[src/rtl/modmul_pkg.sv]
package modmul_pkg;
  localparam int unsigned MM_W         = 32;              // operand width
  localparam int unsigned MM_NPP       = 4;               // partial products per wide multiply
  localparam int unsigned MM_STAGE_LAT = MM_NPP + 2;      // cycles from start to product
  localparam int unsigned MM_II        = MM_NPP;          // initiation interval
  localparam int unsigned MM_LAT       = 3 * MM_STAGE_LAT + 1;
endpackage

[src/rtl/mm_delay.sv]
module mm_delay #(
  parameter int unsigned W = 32,
  parameter int unsigned D = 6
) (
  input  logic         clk_i,
  input  logic         rst_ni,
  input  logic [W-1:0] d_i,
  output logic [W-1:0] q_o
);
  generate
    if (D == 0) begin : g_wire
      assign q_o = d_i;
    end else begin : g_line
      logic [W-1:0] line_q [D];
      always_ff @(posedge clk_i or negedge rst_ni) begin
        if (!rst_ni) begin
          for (int i = 0; i < D; i++) line_q[i] <= '0;
        end else begin
          line_q[0] <= d_i;
          for (int i = 1; i < D; i++) line_q[i] <= line_q[i-1];
        end
      end
      assign q_o = line_q[D-1];
    end
  endgenerate
endmodule

[src/rtl/mm_seq_mul.sv]
// W x W product from four (W/2) x (W/2) partial products through one multiplier.
// start_i in cycle 0 -> done_o and prod_o valid in cycle 6. Restart allowed every 4 cycles.
module mm_seq_mul #(
  parameter int unsigned W = 32
) (
  input  logic           clk_i,
  input  logic           rst_ni,
  input  logic           start_i,
  input  logic [W-1:0]   a_i,
  input  logic [W-1:0]   b_i,
  output logic           done_o,
  output logic [2*W-1:0] prod_o
);
  localparam int unsigned H   = W / 2;
  localparam int unsigned NPH = modmul_pkg::MM_STAGE_LAT;

  logic [W-1:0]   a_q, b_q;
  logic [NPH-1:0] ph_q;
  logic [H-1:0]   a_half, b_half;
  logic [2*H-1:0] pp_d, pp_q;
  logic [1:0]     pp_pos_q;
  logic           pp_vld_q, pp_first_q;
  logic [2*W-1:0] pp_ext, acc_q;

  // slot order: lo*lo, lo*hi, hi*lo, hi*hi
  always_comb begin
    a_half = (ph_q[2] | ph_q[3]) ? a_q[W-1:H] : a_q[H-1:0];
    b_half = (ph_q[1] | ph_q[3]) ? b_q[W-1:H] : b_q[H-1:0];
    pp_d   = a_half * b_half;
  end

  always_comb begin
    case (pp_pos_q)
      2'd1:    pp_ext = {{(2*W-2*H){1'b0}}, pp_q} << H;
      2'd2:    pp_ext = {{(2*W-2*H){1'b0}}, pp_q} << (2*H);
      default: pp_ext = {{(2*W-2*H){1'b0}}, pp_q};
    endcase
  end

  always_ff @(posedge clk_i or negedge rst_ni) begin
    if (!rst_ni) begin
      a_q        <= '0;
      b_q        <= '0;
      ph_q       <= '0;
      pp_q       <= '0;
      pp_pos_q   <= '0;
      pp_vld_q   <= 1'b0;
      pp_first_q <= 1'b0;
      acc_q      <= '0;
    end else begin
      ph_q <= {ph_q[NPH-2:0], start_i};
      if (start_i) begin
        a_q <= a_i;
        b_q <= b_i;
      end
      pp_q       <= pp_d;
      pp_vld_q   <= |ph_q[3:0];
      pp_first_q <= ph_q[0];
      pp_pos_q   <= {ph_q[3], ph_q[1] | ph_q[2]};
      if (pp_vld_q) acc_q <= pp_first_q ? pp_ext : acc_q + pp_ext;
    end
  end

  assign done_o = ph_q[NPH-1];
  assign prod_o = acc_q;
endmodule

[src/rtl/mm_barrett_fix.sv]
// Remainder in W+1 bits, two conditional subtractions, output register.
module mm_barrett_fix #(
  parameter int unsigned W = 32
) (
  input  logic         clk_i,
  input  logic         rst_ni,
  input  logic         valid_i,
  input  logic [W:0]   x_i,
  input  logic [W:0]   p_i,
  input  logic [W-2:0] q_i,
  output logic         valid_o,
  output logic [W-1:0] res_o
);
  logic [W:0] q_ext, r0, r1, r2;
  logic       unused_top;

  always_comb begin
    q_ext = {2'b00, q_i};
    r0    = x_i - p_i;
    r1    = (r0 >= q_ext) ? r0 - q_ext : r0;
    r2    = (r1 >= q_ext) ? r1 - q_ext : r1;
  end
  assign unused_top = r2[W];

  always_ff @(posedge clk_i or negedge rst_ni) begin
    if (!rst_ni) begin
      valid_o <= 1'b0;
      res_o   <= '0;
    end else begin
      valid_o <= valid_i;
      if (valid_i) res_o <= r2[W-1:0];
    end
  end
endmodule

[src/rtl/modmul_barrett_pipe.sv]
module modmul_barrett_pipe #(
  parameter int unsigned W = modmul_pkg::MM_W
) (
  input  logic         clk_i,
  input  logic         rst_ni,
  input  logic         in_valid_i,
  output logic         in_ready_o,
  input  logic [W-1:0] a_i,
  input  logic [W-1:0] b_i,
  input  logic [W-2:0] q_i,
  input  logic [W-1:0] mu_i,
  output logic         out_valid_o,
  output logic [W-1:0] result_o
);
  localparam int unsigned K   = W - 1;
  localparam int unsigned II  = modmul_pkg::MM_II;
  localparam int unsigned SL  = modmul_pkg::MM_STAGE_LAT;
  localparam int unsigned CW  = $clog2(II);

  logic          accept;
  logic [CW-1:0] cool_q;

  logic           done1, done2, done3;
  logic [2*W-1:0] prod1, prod2, prod3;
  logic [W-1:0]   mu_d, y, qhat;
  logic [K-1:0]   q_d_mid, q_d_end;
  logic [W:0]     x_d;
  logic           unused_bits;

  // hold off the source for II-1 cycles after each acceptance
  assign accept     = in_valid_i & in_ready_o;
  assign in_ready_o = (cool_q == '0);

  always_ff @(posedge clk_i or negedge rst_ni) begin
    if (!rst_ni)             cool_q <= '0;
    else if (accept)         cool_q <= CW'(II - 1);
    else if (cool_q != '0)   cool_q <= cool_q - 1'b1;
  end

  // stage 1: x = a*b
  mm_seq_mul #(.W(W)) i_mul_prod (
    .clk_i, .rst_ni, .start_i(accept), .a_i(a_i), .b_i(b_i),
    .done_o(done1), .prod_o(prod1)
  );

  mm_delay #(.W(W), .D(SL)) i_dly_mu (
    .clk_i, .rst_ni, .d_i(mu_i), .q_o(mu_d)
  );

  // stage 2: qhat = ((x >> (K-1)) * mu) >> (K+1)
  assign y = prod1[2*W-3:K-1];

  mm_seq_mul #(.W(W)) i_mul_est (
    .clk_i, .rst_ni, .start_i(done1), .a_i(y), .b_i(mu_d),
    .done_o(done2), .prod_o(prod2)
  );

  assign qhat = prod2[2*W-1:K+1];

  mm_delay #(.W(K), .D(2*SL)) i_dly_q_mid (
    .clk_i, .rst_ni, .d_i(q_i), .q_o(q_d_mid)
  );

  // stage 3: qhat * q
  mm_seq_mul #(.W(W)) i_mul_sub (
    .clk_i, .rst_ni, .start_i(done2), .a_i(qhat), .b_i({1'b0, q_d_mid}),
    .done_o(done3), .prod_o(prod3)
  );

  mm_delay #(.W(K), .D(SL)) i_dly_q_end (
    .clk_i, .rst_ni, .d_i(q_d_mid), .q_o(q_d_end)
  );

  mm_delay #(.W(W+1), .D(2*SL)) i_dly_x (
    .clk_i, .rst_ni, .d_i(prod1[W:0]), .q_o(x_d)
  );

  mm_barrett_fix #(.W(W)) i_fix (
    .clk_i, .rst_ni, .valid_i(done3), .x_i(x_d), .p_i(prod3[W:0]),
    .q_i(q_d_end), .valid_o(out_valid_o), .res_o(result_o)
  );

  assign unused_bits = ^{prod1[2*W-1:2*W-2], prod2[K:0], prod3[2*W-1:W+1]};
endmodule

[config.mk]
export PLATFORM = sky130hd
export DESIGN_NAME = modmul_barrett_pipe
export DESIGN_NICKNAME = d
export VERILOG_FILES = /design/src/rtl/modmul_pkg.sv /design/src/rtl/mm_delay.sv /design/src/rtl/mm_seq_mul.sv /design/src/rtl/mm_barrett_fix.sv /design/src/rtl/modmul_barrett_pipe.sv
export SDC_FILE = /design/constraint.sdc
export NUM_CORES = 2
export LEC_CHECK = 0
export ABC_AREA = 1
export BUFFER_PORTS_ARGS = -buffer_cell sky130_fd_sc_hd__buf_2
export CAP_MARGIN = 20
export CORE_MARGIN = 5
export CORE_UTILIZATION = 55
export CTS_BUF_LIST = sky130_fd_sc_hd__clkbuf_8
export DETAILED_ROUTE_END_ITERATION = 8
export PLACE_DENSITY = 0.7
export REMOVE_ABC_BUFFERS = 1
export SETUP_SLACK_MARGIN = 0.05
export SLEW_MARGIN = 20
export SYNTH_ARGS = -nofsm -noshare
export SYNTH_HDL_FRONTEND = slang
export SYNTH_SLANG_ARGS = --single-unit
[constraint.sdc]
create_clock -name clk_i -period 20.4 [get_ports clk_i]
set_clock_uncertainty 0.15 [all_clocks]
set_input_delay 2.04 -clock clk_i [delete_from_list [all_inputs] [get_ports clk_i]]
set_output_delay 2.04 -clock clk_i [all_outputs]
set_load 0.05 [all_outputs]
==> results_dict.tcl <==
set metrics [dict create \
    outcome "finished, final reports clean" \
    syn_inst 9500 \
    r2r-end "i_fix.res_o[1]$_DFFE_PN0P_" \
    finalCritPeriodShare_pct 41.8 \
    startpoint "i_mul_sub.prod_o[0]$_DFFE_PN0P_" \
    drt-initial-drc-count 5398 \
    antenna_found_initial 5 \
    finalWeightedCongestion 0.971 \
    core_area_mm2 0.163 \
    cp_slowest_cell "a21oi_4" \
    clk_pin_slew_ns 0.06 \
    final_layout_size_suffix_gt1_share_pct 7.85 \
    wl_per_cell_um 20.1 \
    syn-cell-area_mm2 0.0904 \
    holdBufCountCts 0 \
    n_fill_cell 13600 \
    final_cell_mix "nand2_1 (1942), dfrtp_1 (1647), inv_1 (1598)" \
    rsz0062_at_grt "no" \
    worstPathBufferInverterCount 3 \
    post_cts_buffers 0 \
    vias 65800 \
    grt_pass1_wl_um 388000 \
    dr.pass1.iters 6 \
    relSlewSlack_pct 22.5 \
    wirelength_um 244000 \
    wl_met1_um 106000 \
    holdPathStages 0 \
    critPathTopFamily "simple AND/OR/NAND/NOR gates" \
    met2_length_um 115000 \
    r2r_cells 38 \
    ios 164 \
    cts_sinks 1651 \
    critPathRequiredTime_ns 21.13 \
    cts_tree "built" \
    start_kind "flip-flop" \
    hpwlAfterDp_um 187000 \
    overflow 0 \
    grt_max_degree 190 \
    layout_commonest_cell "nand2_1" \
    worstPathMaxFanout 52 \
    tns_ns 0 \
    grt_pass1_vias 68700 \
    routed_via_density 5.40 \
    setup_violations 0 \
    initial_core_util_pct 55.4 \
    hp-start "i_dly_x.g_line.line_q[305]$_DFF_PN0_" \
    drv_cap 0 \
    ys.flop_type "dfrtp_1" \
    clockBufferDepth 4 \
    end_kind "flip-flop" \
    slowest_delay_ns 0.77 \
    drv_slew 0 \
    reg2reg_from "i_mul_sub.prod_o[0]$_DFFE_PN0P_" \
    fin_nets 11100 \
    met3WireLength_um 15900 \
    worstMarginPinSlew_ns 1.15 \
    die_h_um 415 \
    reg2reg_setup_slack_ns 11.88 \
    htreeDepth 5 \
    synth_seq_area_share_pct 45.7 \
    synth-seq-cells 1651 \
    placementRows 148 \
    routed.top_layer "met5" \
    netlist-cell-type-count 58 \
    cts_resized 0 \
    crit_top_cell "nand2_1" \
    die-area_mm2 0.173 \
    grt_use_total_pct 28.6 \
    cts_made_buffers 283 \
    ys_warn_count 0 \
    clock_latency_ns 1.00 \
    max_freq_mhz 117 \
    dieWidth_um 415 \
    hold_violations 0 \
    post-route-min-period_ns 8.52 \
    cts_root_buf "clkbuf_8" \
    path_class "reg -> reg" \
    synth_async_sr_flop_share_pct 100 \
    drtAntennaViolNets 0 \
    avgSynthCellArea_um2 9.52 \
    drc_errors 0 \
    arrival_ns 9.25 \
    holdPathEnd "i_dly_x.g_line.line_q[272]$_DFF_PN0_" \
    synth_edf_count 0 \
    syn_to_final_growth_pct 10.3 \
    min_path_type "reg -> reg" \
    port_buffers 163 \
]
synthesized netlist by cell type (55+ instances only):
master	number	area share (%)
a21oi_1	486	2.7
a31oi_1	55	0.38
clkbuf_1	206	0.86
dfrtp_1	1651	46
fa_1	588	13
ha_1	569	7.9
inv_1	1520	6.3
mux2_2	64	0.80
nand2_1	1942	8.1
nand3_1	227	1.3
nand4_1	58	0.40
nor2_1	789	3.3
o21ai_0	590	3.3
o21ai_1	63	0.35
o22ai_1	67	0.46
xnor2_1	91	0.88
xor2_1	167	1.6
through the flow:
step | instance area, um2 | hold slack (ns) | worst slack, ns | util [%] | instances
2_1_floorplan | 89500 | 0.181 | 12.08 | - | 9265
4_1_cts | 99700 | 0.0729 | 12.06 | 61.1 | 12200
5_1_grt | 99700 | 0.0802 | 11.11 | 61.1 | 12200
6_report | 99700 | 0.0958 | 11.88 | 61.1 | 12200
3_3_place_gp | 93900 | 0.181 | 12.25 | 57.6 | 11700
3_5_place_dp | 94000 | 0.185 | 12.06 | 57.6 | 11700
registers in the layout, indices dropped and copies added, names as in the netlist, 32 cells and up:
register / flops
i_mul_est.b_q: 32
i_mul_est.a_q: 32
i_dly_x.q_o: 33
i_mul_prod.pp_q: 32
i_dly_q_end.g_line.line_q: 155
i_mul_est.prod_o: 64
i_mul_est.pp_q: 32
i_mul_sub.pp_q: 32
i_dly_q_mid.g_line.line_q: 341
i_mul_sub.a_q: 32
i_mul_prod.prod_o: 62
i_dly_mu.q_o: 32
i_dly_x.g_line.line_q: 363
i_fix.res_o: 32
i_mul_prod.b_q: 32
i_mul_prod.a_q: 32
i_dly_mu.g_line.line_q: 160
i_mul_sub.prod_o: 33
worst max path at each step:
| stage | endpoint | cells past startpoint |
|---|---|---|
| CTS | i_fix.res_o[1]$_DFFE_PN0P_ | 37 |
| finish | i_fix.res_o[1]$_DFFE_PN0P_ | 38 |
| detailed placement | i_fix.res_o[1]$_DFFE_PN0P_ | 37 |
| floorplan | i_mul_prod.pp_q[28]$_DFF_PN0_ | 26 |
| global placement | i_fix.res_o[0]$_DFFE_PN0P_ | 37 |
| global route | i_fix.res_o[1]$_DFFE_PN0P_ | 39 |
layer usage:
metal / global-route usage, % / vias to the layer above
met5: 0 / -
met4: 9.50 / 2
met3: 4.81 / 481
met2: 46.2 / 2317
met1: 39.7 / 32400
li1: - / 30600
kinds of logic (layout without fill, tap and decap cells):
family          Yosys count  in the layout  share of synthesized area (%)
simple gates           3130           3130                           13.8
buf+inv                1775           2288                           7.42
flops                  1651           1651                           45.7
compound gates         1464           1464                           8.90
fa+ha+maj              1157           1157                           20.9
xor+xnor                258            258                           2.50
mux                      65             65                          0.808
other cells               0              2                              0
cell type report:
type,instances,area [um2],area share [%]
sequential,1651,41300,41.4
timing repair buffer,271,1740,1.75
clock buffer,347,4780,4.79
inverter,1540,5780,5.80
multi-input combinational,6074,42400,42.5
clock inverter,130,952,0.955
antenna,2,5.00,0.00502
tap,2175,2720,2.73
Power is not shown: default switching activity piles up to over one toggle a cycle in this logic, so the estimate is an artifact.
